File: src/rtl/egb_pkg.sv
package egb_pkg;
   localparam int BUS_W          = 32;
   localparam int ADDR_W         = 11;
   localparam int WORD_W         = ADDR_W - 2;
   localparam int MAX_BANKS      = 8;
   localparam int CTRL_BASE_WORD = 64;

   typedef enum logic [2:0] {
      RK_OUT_STATE = 3'd0,
      RK_IN_STATE  = 3'd1,
      RK_OUT_SET   = 3'd2,
      RK_OUT_CLR   = 3'd3,
      RK_IRQ_STATE = 3'd4,
      RK_MASK_SET  = 3'd5,
      RK_MASK_CLR  = 3'd6,
      RK_NONE      = 3'd7
   } bank_reg_e;

   typedef enum logic [1:0] {
      TRIG_OFF  = 2'd0,
      TRIG_RISE = 2'd1,
      TRIG_FALL = 2'd2,
      TRIG_BOTH = 2'd3
   } trig_e;
endpackage

File: src/rtl/egb_sync.sv
module egb_sync #(
   parameter int WIDTH  = 32,
   parameter int STAGES = 2
) (
   input  logic             clk,
   input  logic             rst_n,
   input  logic [WIDTH-1:0] async_in,
   output logic [WIDTH-1:0] sync_out
);
   logic [WIDTH-1:0] stage_q [STAGES];

   generate
      if (STAGES < 2) begin : g_bad_stages
         $error("egb_sync needs at least two stages");
      end
   endgenerate

   always_ff @(posedge clk or negedge rst_n) begin
      if (!rst_n) begin
         for (int s = 0; s < STAGES; s++) stage_q[s] <= '0;
      end else begin
         stage_q[0] <= async_in;
         for (int s = 1; s < STAGES; s++) stage_q[s] <= stage_q[s-1];
      end
   end

   assign sync_out = stage_q[STAGES-1];
endmodule

File: src/rtl/egb_pin_cfg.sv
module egb_pin_cfg
   import egb_pkg::*;
#(
   parameter int NUM_PINS = 64
) (
   input  logic                  clk,
   input  logic                  rst_n,
   input  logic                  cfg_wr,
   input  logic [WORD_W-1:0]     cfg_word,
   input  logic                  dir_bit,
   input  trig_e                 trig_in,
   input  logic [NUM_PINS-1:0]   lock,
   output logic [NUM_PINS-1:0]   is_input,
   output logic [2*NUM_PINS-1:0] trig_flat
);
   generate
      if (CTRL_BASE_WORD + NUM_PINS > (1 << WORD_W)) begin : g_bad_span
         $error("pin control words exceed the address space");
      end
      for (genvar p = 0; p < NUM_PINS; p++) begin : g_pin
         logic  hit;
         logic  dir_q;
         trig_e trig_q;
         assign hit = cfg_wr && !lock[p] && (cfg_word == WORD_W'(CTRL_BASE_WORD + p));
         always_ff @(posedge clk or negedge rst_n) begin
            if (!rst_n) begin
               dir_q  <= 1'b1;
               trig_q <= TRIG_OFF;
            end else if (hit) begin
               dir_q  <= dir_bit;
               trig_q <= trig_in;
            end
         end
         assign is_input[p]        = dir_q;
         assign trig_flat[2*p +: 2] = trig_q;
      end
   endgenerate
endmodule

File: src/rtl/egb_bank.sv
module egb_bank
   import egb_pkg::*;
#(
   parameter int PPB = 32
) (
   input  logic             clk,
   input  logic             rst_n,
   input  logic [PPB-1:0]   sync_in,
   input  logic [PPB-1:0]   is_input,
   input  logic [2*PPB-1:0] trig_flat,
   input  logic [PPB-1:0]   wdata,
   input  logic             stb_set,
   input  logic             stb_clr,
   input  logic             stb_ack,
   input  logic             stb_msk,
   input  logic             stb_umsk,
   output logic [PPB-1:0]   drv,
   output logic [PPB-1:0]   stat,
   output logic [PPB-1:0]   mask,
   output logic             irq
);
   logic [PPB-1:0] prev_q;
   logic [PPB-1:0] rise, fall, ev;
   logic [PPB-1:0] outable;

   assign rise    = sync_in & ~prev_q;
   assign fall    = ~sync_in & prev_q;
   assign outable = ~is_input;

   generate
      for (genvar i = 0; i < PPB; i++) begin : g_det
         trig_e t;
         assign t = trig_e'(trig_flat[2*i +: 2]);
         assign ev[i] = ((t == TRIG_RISE) && rise[i]) ||
                        ((t == TRIG_FALL) && fall[i]) ||
                        ((t == TRIG_BOTH) && (rise[i] || fall[i]));
      end
   endgenerate

   always_ff @(posedge clk or negedge rst_n) begin
      if (!rst_n) begin
         prev_q <= '0;
         drv    <= '0;
         stat   <= '0;
         mask   <= '1;
      end else begin
         prev_q <= sync_in;
         if (stb_set) drv <= drv | (wdata & outable);
         else if (stb_clr) drv <= drv & ~(wdata & outable);
         // an edge in the same cycle overrides the clear
         stat <= (stat & ~(stb_ack ? wdata : '0)) | ev;
         if (stb_msk) mask <= mask | wdata;
         else if (stb_umsk) mask <= mask & ~wdata;
      end
   end

   assign irq = |(stat & ~mask);
endmodule

File: src/rtl/edge_gpio_bank.sv
module edge_gpio_bank
   import egb_pkg::*;
#(
   parameter int NUM_BANKS     = 2,
   parameter int PINS_PER_BANK = 32,
   parameter int SYNC_STAGES   = 2,
   localparam int NUM_PINS     = NUM_BANKS * PINS_PER_BANK
) (
   input  logic                 clk,
   input  logic                 rst_n,
   input  logic                 bus_wr,
   input  logic [ADDR_W-1:0]    bus_addr,
   input  logic [BUS_W-1:0]     bus_wdata,
   output logic [BUS_W-1:0]     bus_rdata,
   input  logic [NUM_PINS-1:0]  pin_in,
   input  logic [NUM_PINS-1:0]  pin_lock,
   output logic [NUM_PINS-1:0]  pin_out,
   output logic [NUM_PINS-1:0]  pin_oe,
   output logic [NUM_BANKS-1:0] bank_irq
);
   localparam int PPB = PINS_PER_BANK;

   generate
      if (NUM_BANKS < 1 || NUM_BANKS > MAX_BANKS) begin : g_bad_banks
         $error("NUM_BANKS must lie in 1..8");
      end
      if (PPB < 1 || PPB > BUS_W) begin : g_bad_width
         $error("PINS_PER_BANK must lie in 1..32");
      end
   endgenerate

   logic [WORD_W-1:0]   word;
   logic                aligned;
   logic                bank_zone;
   bank_reg_e           kind;
   logic [2:0]          bank_sel;
   logic [NUM_PINS-1:0] sync_in;
   logic [NUM_PINS-1:0] is_input;
   logic [2*NUM_PINS-1:0] trig_flat;
   logic [NUM_PINS-1:0] stat_all;
   logic [NUM_PINS-1:0] mask_all;
   logic [BUS_W*NUM_BANKS-1:0] rd_flat;

   assign word      = bus_addr[ADDR_W-1:2];
   assign aligned   = (bus_addr[1:0] == 2'b00);
   assign bank_zone = (word < WORD_W'(CTRL_BASE_WORD));
   assign kind      = bank_reg_e'(word[5:3]);
   assign bank_sel  = word[2:0];

   egb_sync #(.WIDTH(NUM_PINS), .STAGES(SYNC_STAGES)) u_sync (
      .clk      (clk),
      .rst_n    (rst_n),
      .async_in (pin_in),
      .sync_out (sync_in)
   );

   egb_pin_cfg #(.NUM_PINS(NUM_PINS)) u_cfg (
      .clk       (clk),
      .rst_n     (rst_n),
      .cfg_wr    (bus_wr && aligned && !bank_zone),
      .cfg_word  (word),
      .dir_bit   (bus_wdata[0]),
      .trig_in   (trig_e'(bus_wdata[4:3])),
      .lock      (pin_lock),
      .is_input  (is_input),
      .trig_flat (trig_flat)
   );

   assign pin_oe = ~is_input;

   generate
      for (genvar b = 0; b < NUM_BANKS; b++) begin : g_bank
         logic hit;
         logic [PPB-1:0] drv, stat, mask;
         logic [BUS_W-1:0] rd;
         assign hit = bus_wr && aligned && bank_zone && (bank_sel == 3'(b));

         egb_bank #(.PPB(PPB)) u_bank (
            .clk       (clk),
            .rst_n     (rst_n),
            .sync_in   (sync_in[b*PPB +: PPB]),
            .is_input  (is_input[b*PPB +: PPB]),
            .trig_flat (trig_flat[2*PPB*b +: 2*PPB]),
            .wdata     (bus_wdata[PPB-1:0]),
            .stb_set   (hit && kind == RK_OUT_SET),
            .stb_clr   (hit && kind == RK_OUT_CLR),
            .stb_ack   (hit && kind == RK_IRQ_STATE),
            .stb_msk   (hit && kind == RK_MASK_SET),
            .stb_umsk  (hit && kind == RK_MASK_CLR),
            .drv       (drv),
            .stat      (stat),
            .mask      (mask),
            .irq       (bank_irq[b])
         );

         assign pin_out[b*PPB +: PPB]  = drv;
         assign stat_all[b*PPB +: PPB] = stat;
         assign mask_all[b*PPB +: PPB] = mask;

         always_comb begin
            rd = '0;
            case (kind)
               RK_OUT_STATE: rd[PPB-1:0] = drv;
               RK_IN_STATE:  rd[PPB-1:0] = sync_in[b*PPB +: PPB];
               RK_IRQ_STATE: rd[PPB-1:0] = stat;
               RK_MASK_SET:  rd[PPB-1:0] = mask;
               default:      rd = '0;
            endcase
         end
         assign rd_flat[BUS_W*b +: BUS_W] = rd;
      end
   endgenerate

   always_comb begin
      bus_rdata = '0;
      if (aligned) begin
         if (bank_zone) begin
            for (int b = 0; b < NUM_BANKS; b++)
               if (bank_sel == 3'(b)) bus_rdata = rd_flat[BUS_W*b +: BUS_W];
         end else begin
            for (int p = 0; p < NUM_PINS; p++)
               if (word == WORD_W'(CTRL_BASE_WORD + p))
                  bus_rdata = {{(BUS_W-5){1'b0}}, trig_flat[2*p +: 2], 2'b00, is_input[p]};
         end
      end
   end
endmodule

File: config.mk
export PLATFORM = sky130hd
export DESIGN_NAME = edge_gpio_bank
export DESIGN_NICKNAME = d
export VERILOG_FILES = /design/src/rtl/egb_pkg.sv /design/src/rtl/egb_sync.sv /design/src/rtl/egb_pin_cfg.sv /design/src/rtl/egb_bank.sv /design/src/rtl/edge_gpio_bank.sv
export SDC_FILE = /design/constraint.sdc
export NUM_CORES = 1
export LEC_CHECK = 0
export BUFFER_PORTS_ARGS = -buffer_cell sky130_fd_sc_hd__buf_2
export CAP_MARGIN = 0
export CORE_AREA = 5 5 331 301
export DETAILED_ROUTE_END_ITERATION = 7
export DIE_AREA = 0 0 336 306
export PLACE_DENSITY = 0.51
export SETUP_SLACK_MARGIN = 0.05
export SYNTH_ARGS = -nofsm -noshare
export SYNTH_HDL_FRONTEND = slang
export SYNTH_SLANG_ARGS = --single-unit
export TNS_END_PERCENT = 100
File: constraint.sdc
create_clock -name clk -period 2 [get_ports clk]
set_clock_uncertainty 0.15 [all_clocks]
set_input_delay 0.1 -clock clk [delete_from_list [all_inputs] [get_ports clk]]
set_output_delay 0.1 -clock clk [all_outputs]
set_load 0.01 [all_outputs]
## Word level (Yosys, flattened, before mapping)

Index checks and enable logic that the tools add are counted.

| storage, ports and cells | value |
|---|---|
| register bits after elaboration | 576 |
| input bits | 174 |
| output and inout port bits | 162 |
| logic and storage cells | 1117 |

| operators by class | value |
|---|---|
| order comparisons | 1 |
| equality and inequality tests | 263 |
| muxes and demuxes | 80 |
| bitwise logic cells | 34 |
| reduce and logical (&&, ||, !) cells | 601 |

Operators by type and width:

| kind | number |
|---|---|
| $mux W32 | 77 |
| $eq A9 B7 Y1 const B | 64 |
| $and A32 B32 Y32 | 14 |
| $not A32 Y32 | 13 |
| $logic_and A1 B1 Y1 | 335 |
| $eq A2 B2 Y1 const B | 128 |
| $pmux W32 S4 | 2 |
| $logic_or A1 B1 Y1 | 192 |
| $or A32 B32 Y32 | 6 |
| $eq A2 B1 Y1 const B | 64 |
| $logic_not A1 Y1 | 65 |
| $not A64 Y64 | 1 |
| $reduce_or A32 Y1 | 2 |
| $eq A3 B3 Y1 const B | 3 |
| $lt A9 B7 Y1 const B | 1 |
| $reduce_bool A2 Y1 | 4 |
| $eq A3 B1 Y1 const B | 2 |
| $eq A3 B2 Y1 const B | 2 |
| $logic_not A3 Y1 | 2 |
| $mux W5 | 1 |
| $logic_not A2 Y1 | 1 |

## Depth between registers and ports, before layout

Gate-level depths: netlist (run 1).

| depth | value |
|---|---|
| depth in word-level cells | 67 |
| mapped depth | 11 |
| gate-level depth less buffers | 8 |

## Hierarchy

A second synthesis (run 1) with hierarchy kept.

| second synthesis, totals | value |
|---|---|
| cell total of the unflattened synthesis | 2873 |
| area, all modules | 30922.2 µm² |

By module, submodules not included:

| module | times used | cells each | area an instance (µm²) | sequential area each (µm²) |
|---|---|---|---|---|
| egb_bank | 2 | 676 | 6591.3 | 3243.1 |
| egb_pin_cfg | 1 | 571 | 9014.9 | 4884.7 |
| edge_gpio_bank | 1 | 758 | 5041.1 | 0.0 |
| egb_sync | 1 | 192 | 3683.5 | 3203.1 |

## Worst setup path before layout (run 1)

OpenSTA, ideal clock, no wires.

| timing | value |
|---|---|
| path kind | input to output |
| from | in bus_addr[4] |
| to | out bus_rdata[4] |
| arrival | 1.880 ns |
| required time | 1.750 ns |
| slack | -0.130 ns |
| stages | 10 |
| path buffers | 2 |
| path through | buf_4 > nand2b_4 > buf_6 > a2111oi_2 > or4_1 > a21oi_1 > o31ai_1 > or4b_1 > a21oi_1 > nor2_1 |

| between the ends | value |
|---|---|
| word-level cells in the longest chain between the ends | 67 |
| elaborated cells on any way between the ends | 135 |
| classes of those cells | order compare (1); eq/ne (65); mux (68); reduce/logical (1) |

RTL lines:

| element | line | source |
|---|---|---|
| start: declaration | edge_gpio_bank.sv:12 | `input logic [ADDR_W-1:0] bus_addr,` |
| $eq A9 B7 Y1 | edge_gpio_bank.sv:122 | `if (word == WORD_W'(CTRL_BASE_WORD + p))` |
| $mux W5 | edge_gpio_bank.sv:122 |  |
| $mux W32 (63 in series) | edge_gpio_bank.sv:122 |  |
| $mux W32 (*) | edge_gpio_bank.sv:117 | `if (bank_zone) begin` |
| $mux W32 (*) | edge_gpio_bank.sv:116 | `if (aligned) begin` |
| end: declaration | edge_gpio_bank.sv:14 | `output logic [BUS_W-1:0] bus_rdata,` |

Every way passes the cells marked *; elsewhere a longest branch is shown, timed or not.

## Worst setup path after layout (run 1)

| timing | value |
|---|---|
| from | reg u_cfg.g_pin[8].trig_q[1] |
| to | out bus_rdata[4] |

| between the ends | value |
|---|---|
| word-level cells in the longest chain between the ends | 58 |

RTL lines:

| element | line | source |
|---|---|---|
| start: declaration | egb_pin_cfg.sv:23 | `trig_e trig_q;` |
| start signal: assignment | egb_pin_cfg.sv:31 | `trig_q <= trig_in;` |
| $mux W32 (56 in series) | edge_gpio_bank.sv:122 |  |
| $mux W32 | edge_gpio_bank.sv:117 |  |
| $mux W32 | edge_gpio_bank.sv:116 |  |

No other way between the ends.

==> impl_metrics.ini, run 1 <==
[placement]
io_buffers = 335
hpwl_um = 103000
pre_cts_ws_ps = -941
placed_area_um2 = 35100
place_inst = 4584
place.gp.congestion = 0.984

[synth]
syn_inst = 2702
ys_ff_latch = 576
avgSynthCellArea_um2 = 10.5
synth_nets = 3004
synth_cell_types = 79
synth_warnings = 0
synth_edf_count = 0
synthTopCellsByArea = dfrtp_1 (39%), dfstp_2 (12%), mux2_2 (7.6%)
syn_area_um2 = 28500
synthArstFlopShare = 1.00
synthFlopType = dfrtp_1
yosys.area.top_type = dfrtp_1
ys_seq_area_frac = 0.511
synth_top_cell_area_share = 0.393

[timing]
whs_ps = 72.3
fin_crit_ps = 3220
fmax_ghz = 0.311
final.setup.tns_ps = -9920
relSlewSlack = 0.568
hold_violations = 0
setup_slack_ps = -1220
worstMarginPinSlew_ps = 648
rsz0062_at_grt = true
setup_viol = 34
drv_slew = 0
period_share = 1.61

[grt]
overflow = 0
grt_use_total = 0.258
grt_max_degree = 62
grt_first_pass_wirelength_um = 191000
antenna_found_initial = 7
grt_pass1_vias = 25800

[detailed_routing]
ant_nets = 0
num_vias = 26300
wl_per_cell_um = 27.5
drtIter0Drc = 2642
first_pass_iters = 6
drc = 0
via_per_inst = 5.27
drt_wl_total_um = 137000

[cts]
cts_inserted_buffers = 69
clkSinkCount = 576
htreeDepth = 3
clkTransAtPathRegs_ps = 60
clkLatencyLatePin_ps = 640
cts_tree = built
clockBufferDepth = 3
cts_root_buf = clkbuf_16

[cells_and_area]
fin_cells = 4990
drive_above_1_share = 0.393
area_delta_synth_final_pct = 44.3
final_common_cell = dfrtp_1
post-route-cell-area_um2 = 41100
nets = 3970
utilization = 0.430
final_cell_mix = dfrtp_1 (440), buf_4 (420), buf_2 (321)

[job]
maxCapViolCount = 0

[pwr]
switchingPower_mw = 7.34
swShare = 0.255
p_int_mw = 21.4
p_clk_frac = 0.464
p_per_area_nw_per_um2 = 700
finalPower_mw = 28.8
p_comb_frac = 0.110
ir_drop_v = 0.000489
p_leak_nw = 18.9
p_seq_frac = 0.426

[floorplanning]
die_x_um = 336
dieArea_um2 = 103000
initial_core_util = 0.298
rows = 108
die_y_um = 306
io_pins = 336
core_um2 = 95700

[setup_path]
start_kind = flop
critPathMaxFanout = 2
crit_arrival_ps = 2970
crit_type = flop to primary output
required_ps = 1750
worst_setup_path_end_kind = primary output

[outcome]
run_status = finished with violations
violations = negative setup slack

[hold_path]
hold_path_class = input port to flop
## synth_stat cells, drive strengths merged (4+ instances only)
library cell  number
and3b              4
nor2b              9
a221o             65
dfrtp            448
nand2b             6
or3               67
and3              11
a211oi             6
o22ai             49
nand3             14
inv              261
a22o              68
nor3b              5
ha               128
a21oi            154
a22oi             82
o211ai             7
nand3b             5
mux4              29
nand4              5
clkbuf            88
or3b               5
buf               78
nand2            305
nor4               7
a2111oi            4
a222oi             6
a31oi              5
o31ai             72
nor3              10
a21o               4
o21ai            104
mux2             192
o221ai             6
dfstp            128
nor2             205
a221oi            18
## logic make-up after synthesis
logic type | share of synthesized area
compound gates | 0.165
simple gates | 0.106
flops | 0.511
buf+inv | 0.0613
mux | 0.0998
fa+ha+maj | 0.0562
xor+xnor | 0.000307
## power groups by stage
stage | combinational [mW] | sequential [mW] | clock, mW
3_3_place_gp | 2.51 | 12.5 | 0
3_5_place_dp | 2.51 | 12.5 | 0
4_1_cts | 3.06 | 12.3 | 13.6
2_1_floorplan | 1.07 | 12.3 | 0
5_1_grt | 3.38 | 12.3 | 14.1
6_report | 3.17 | 12.3 | 13.4
## critical path: stages, from the launching register on
cell and delay, ps:
dfrtp_2 440, a2111oi_4 380, or4_1 180, a21oi_1 40, o31ai_1 270, buf_4 170, or4b_4 470, a21oi_4 160
nor2_4 80, buf_6 140
## repair_timing
item                                    in CTS  in global routing
pin swaps                                   64                 35
hold buffers                               226                  0
endpoints found under the setup margin      71                104
gates cloned                                 3                  6
setup buffers                               38                 11
hold endpoints to repair                  1004                  0
gates resized for setup                    126                 89
## final cells by class
class | count | area [µm²]
antenna | 4 | 10.0
clock buffer | 95 | 1930
clock inverter | 29 | 447
fill | 9137 | 54500
inverter | 261 | 982
multi-input combinational | 1699 | 13000
sequential | 576 | 14600
tap | 1265 | 1580
timing repair buffer | 1061 | 8600
## path summary, 6_finish.rpt
| check | from | slack, ps | depth (start not counted) | end |
|---|---|---|---|---|
| worst min register to register | u_sync.stage_q[105]$_DFF_PN0_ | 180 | 0 | u_sync.sync_out[41]$_DFF_PN0_ |
| min in group asynchronous | rst_n | 150 | 2 | asynchronous set/reset pin |
| worst max register to register | u_sync.sync_out[45]$_DFF_PN0_ | 390 | 5 | g_bank[1].u_bank.stat[13]$_DFF_PN0_ |
| max in group asynchronous | rst_n | 1090 | 3 | asynchronous set/reset pin |
| worst min-delay path | bus_addr[5] | 70 | 4 | flop |
| worst max-delay path | u_cfg.g_pin[8].trig_q[1]$_DFFE_PN0P_ | -1220 | 9 | bus_rdata[4] |
## layer usage
metal / routed length (µm) / track usage
met4: 5690 / 0.0907
met1: 58500 / 0.353
met5: 10 / 0
met2: 61600 / 0.402
met3: 11500 / 0.0581
Note: power is estimated with default switching activity, not from simulation.
==> run 2: changes to the inputs <==
- CORE_AREA: 5 5 331 301 -> 5 5 288 262
- DIE_AREA: 0 0 336 306 -> 0 0 293 267
- PLACE_DENSITY: 0.51 -> 0.63
- SKIP_LAST_GASP: default -> 1
==> run 2 against run 1 <==
  * Hold slack lost 61 ps
  * Largest power group unchanged
  * First-iteration DRC count up 15%
  * The run still ends with negative setup slack left
  * Highest routed layer unchanged
  * Setup slack got worse by 13 ps
  * Non-clock buffer count is 23 higher
  * Global-route usage up 6.1 points
  * Total power fell by 2.8%
==> impl_metrics.ini, run 2 (same netlist as run 1, synthesis figures left out) <==
[outcome]
run_status = finished with violations
violations = negative setup slack

[cells_and_area]
post-route-cell-area_um2 = 41000
area_delta_synth_final_pct = 43.7
nFillCells = 6106
multiInputGateArea_um2 = 13100
final_common_cell = dfrtp_1
regArea_um2 = 14600
drive_above_1_share = 0.402
utilization = 0.566
final_cell_mix = dfrtp_1 (443), buf_4 (430), buf_2 (326)
nets = 3990

[cts]
htreeDepth = 3
cts_tree = built
cts_inserted_buffers = 66
clkLatencyLatePin_ps = 610
cts_root_buf = clkbuf_16
clkTransAtPathRegs_ps = 60
clkSinkCount = 576
clockBufferDepth = 3

[detailed_routing]
via_per_inst = 5.72
wl_per_cell_um = 27.4
drt_wl_total_um = 129000
ant_nets = 0
first_pass_iters = 7
drc = 0
num_vias = 26900
drtIter0Drc = 3033

[grt]
grt_pass1_vias = 26300
grt_use_met2 = 0.490
grt_use_total = 0.318
overflow = 0
grt.busiest_layer = met2
antenna_found_initial = 10
grt_use_met3 = 0.0868
grt_first_pass_wirelength_um = 182000
grt_max_degree = 84
use_met1 = 0.427

[setup_path]
ff2ff_path_depth = 4
crit_type = flop to primary output
required_ps = 1750
start_kind = flop
critPathMaxFanout = 2
worst_setup_path_end_kind = primary output
reg2reg_slack_ps = 420
crit_arrival_ps = 2980
regToRegStartpoint = u_sync.sync_out[32]$_DFF_PN0_
rr_endpoint = g_bank[1].u_bank.stat[0]$_DFF_PN0_

[timing]
rsz0062_at_grt = true
hold_violations = 0
worstMarginPinSlew_ps = 600
period_share = 1.62
drv_slew = 0
setup_viol = 34
final.setup.tns_ps = -15230
relSlewSlack = 0.600
fin_crit_ps = 3230
fmax_ghz = 0.309
setup_slack_ps = -1230

[floorplanning]
die_x_um = 293
die_y_um = 267
io_pins = 336
initial_core_util = 0.394
rows = 94
core_um2 = 72300
dieArea_um2 = 78200

[pwr]
finalPower_mw = 28.0
p_per_area_nw_per_um2 = 683
ir_drop_v = 0.000722
p_leak_nw = 19.0

[placement]
io_buffers = 335
placed_area_um2 = 34500
pre_cts_ws_ps = -884
place.gp.congestion = 1.04
hpwl_um = 95800

[hold_path]
hold_path_class = input port to flop
hold_path_end = u_sync.stage_q[86]$_DFF_PN0_
min_path_cells = 2
min_from = pin_in[22]

[job]
maxCapViolCount = 0
==> run 2: cell types whose count changed in the layout (fill, tap and decap cells not counted), moves of 9 or more <==
cell,change
clkbuf_8,+9
o21ai_1,+12
buf_4,+10
a22oi_2,+33
o21ai_2,-13
a22oi_1,-33
a21oi_1,-12
==> run 2: power breakdown <==
part           total (mW)  internal (mW)  switching (mW)
Clock                12.5           7.50            5.04
Combinational        3.19           1.44            1.75
Sequential           12.3           12.0           0.276
==> run 2: through the flow <==
stage	hold WS (ps)	std cells
6_report	11.2	4704
5_1_grt	8.88	4700
4_1_cts	1.61	4675
3_5_place_dp	-104	4274
3_3_place_gp	-103	4274
2_1_floorplan	-346	2702
==> run 2: how the worst max path moves through the flow <==
stage / slack, ps / to / cells past startpoint / startpoint
final: -1230 / bus_rdata[4] / 9 / u_cfg.g_pin[8].trig_q[1]$_DFFE_PN0P_
after floorplan: -50 / bus_rdata[4] / 10 / bus_addr[3]
after global placement: -910 / bus_rdata[3] / 12 / bus_addr[5]
after CTS: -1170 / bus_rdata[4] / 9 / u_cfg.g_pin[8].trig_q[1]$_DFFE_PN0P_
after global routing: -1290 / bus_rdata[4] / 9 / u_cfg.g_pin[12].trig_q[1]$_DFFE_PN0P_
after detailed placement: -880 / bus_rdata[3] / 12 / bus_addr[5]
==> run 2: repair_timing <==
item                                   in CTS  in global routing
endpoints found under the hold margin     971                  0
cloned                                      3                  6
hold buffers                              226                  0
setup buffers                              53                 23
setup endpoints to repair                 102                117
pin swaps                                  83                 91
resized for setup                         143                122
==> run 2: worst max-delay path, cell delays in order, from the launching register on <==
cell and delay [ps]:
dfrtp_1 440, a2111oi_4 360, or4_4 210, a21oi_1 40, o31ai_1 300, buf_4 170, or4b_4 480, a21oi_4 170
nor2_4 70, buf_6 130
==> run 2: routing by layer <==
layer  wire length (µm)  share of wire
met1              51000           0.40
met2              57200           0.44
met3              13700           0.11
met4               6860          0.053
met5                 54        0.00042
==> run 2: area by class of cell <==
class	count	area share
Sequential cell	576	0.356
Tap cell	960	0.0293
Antenna cell	4	0.000244
Timing Repair Buffer	1084	0.216
Clock inverter	18	0.00528
Clock buffer	102	0.0493
Multi-Input combinational cell	1699	0.320
Inverter	261	0.0240
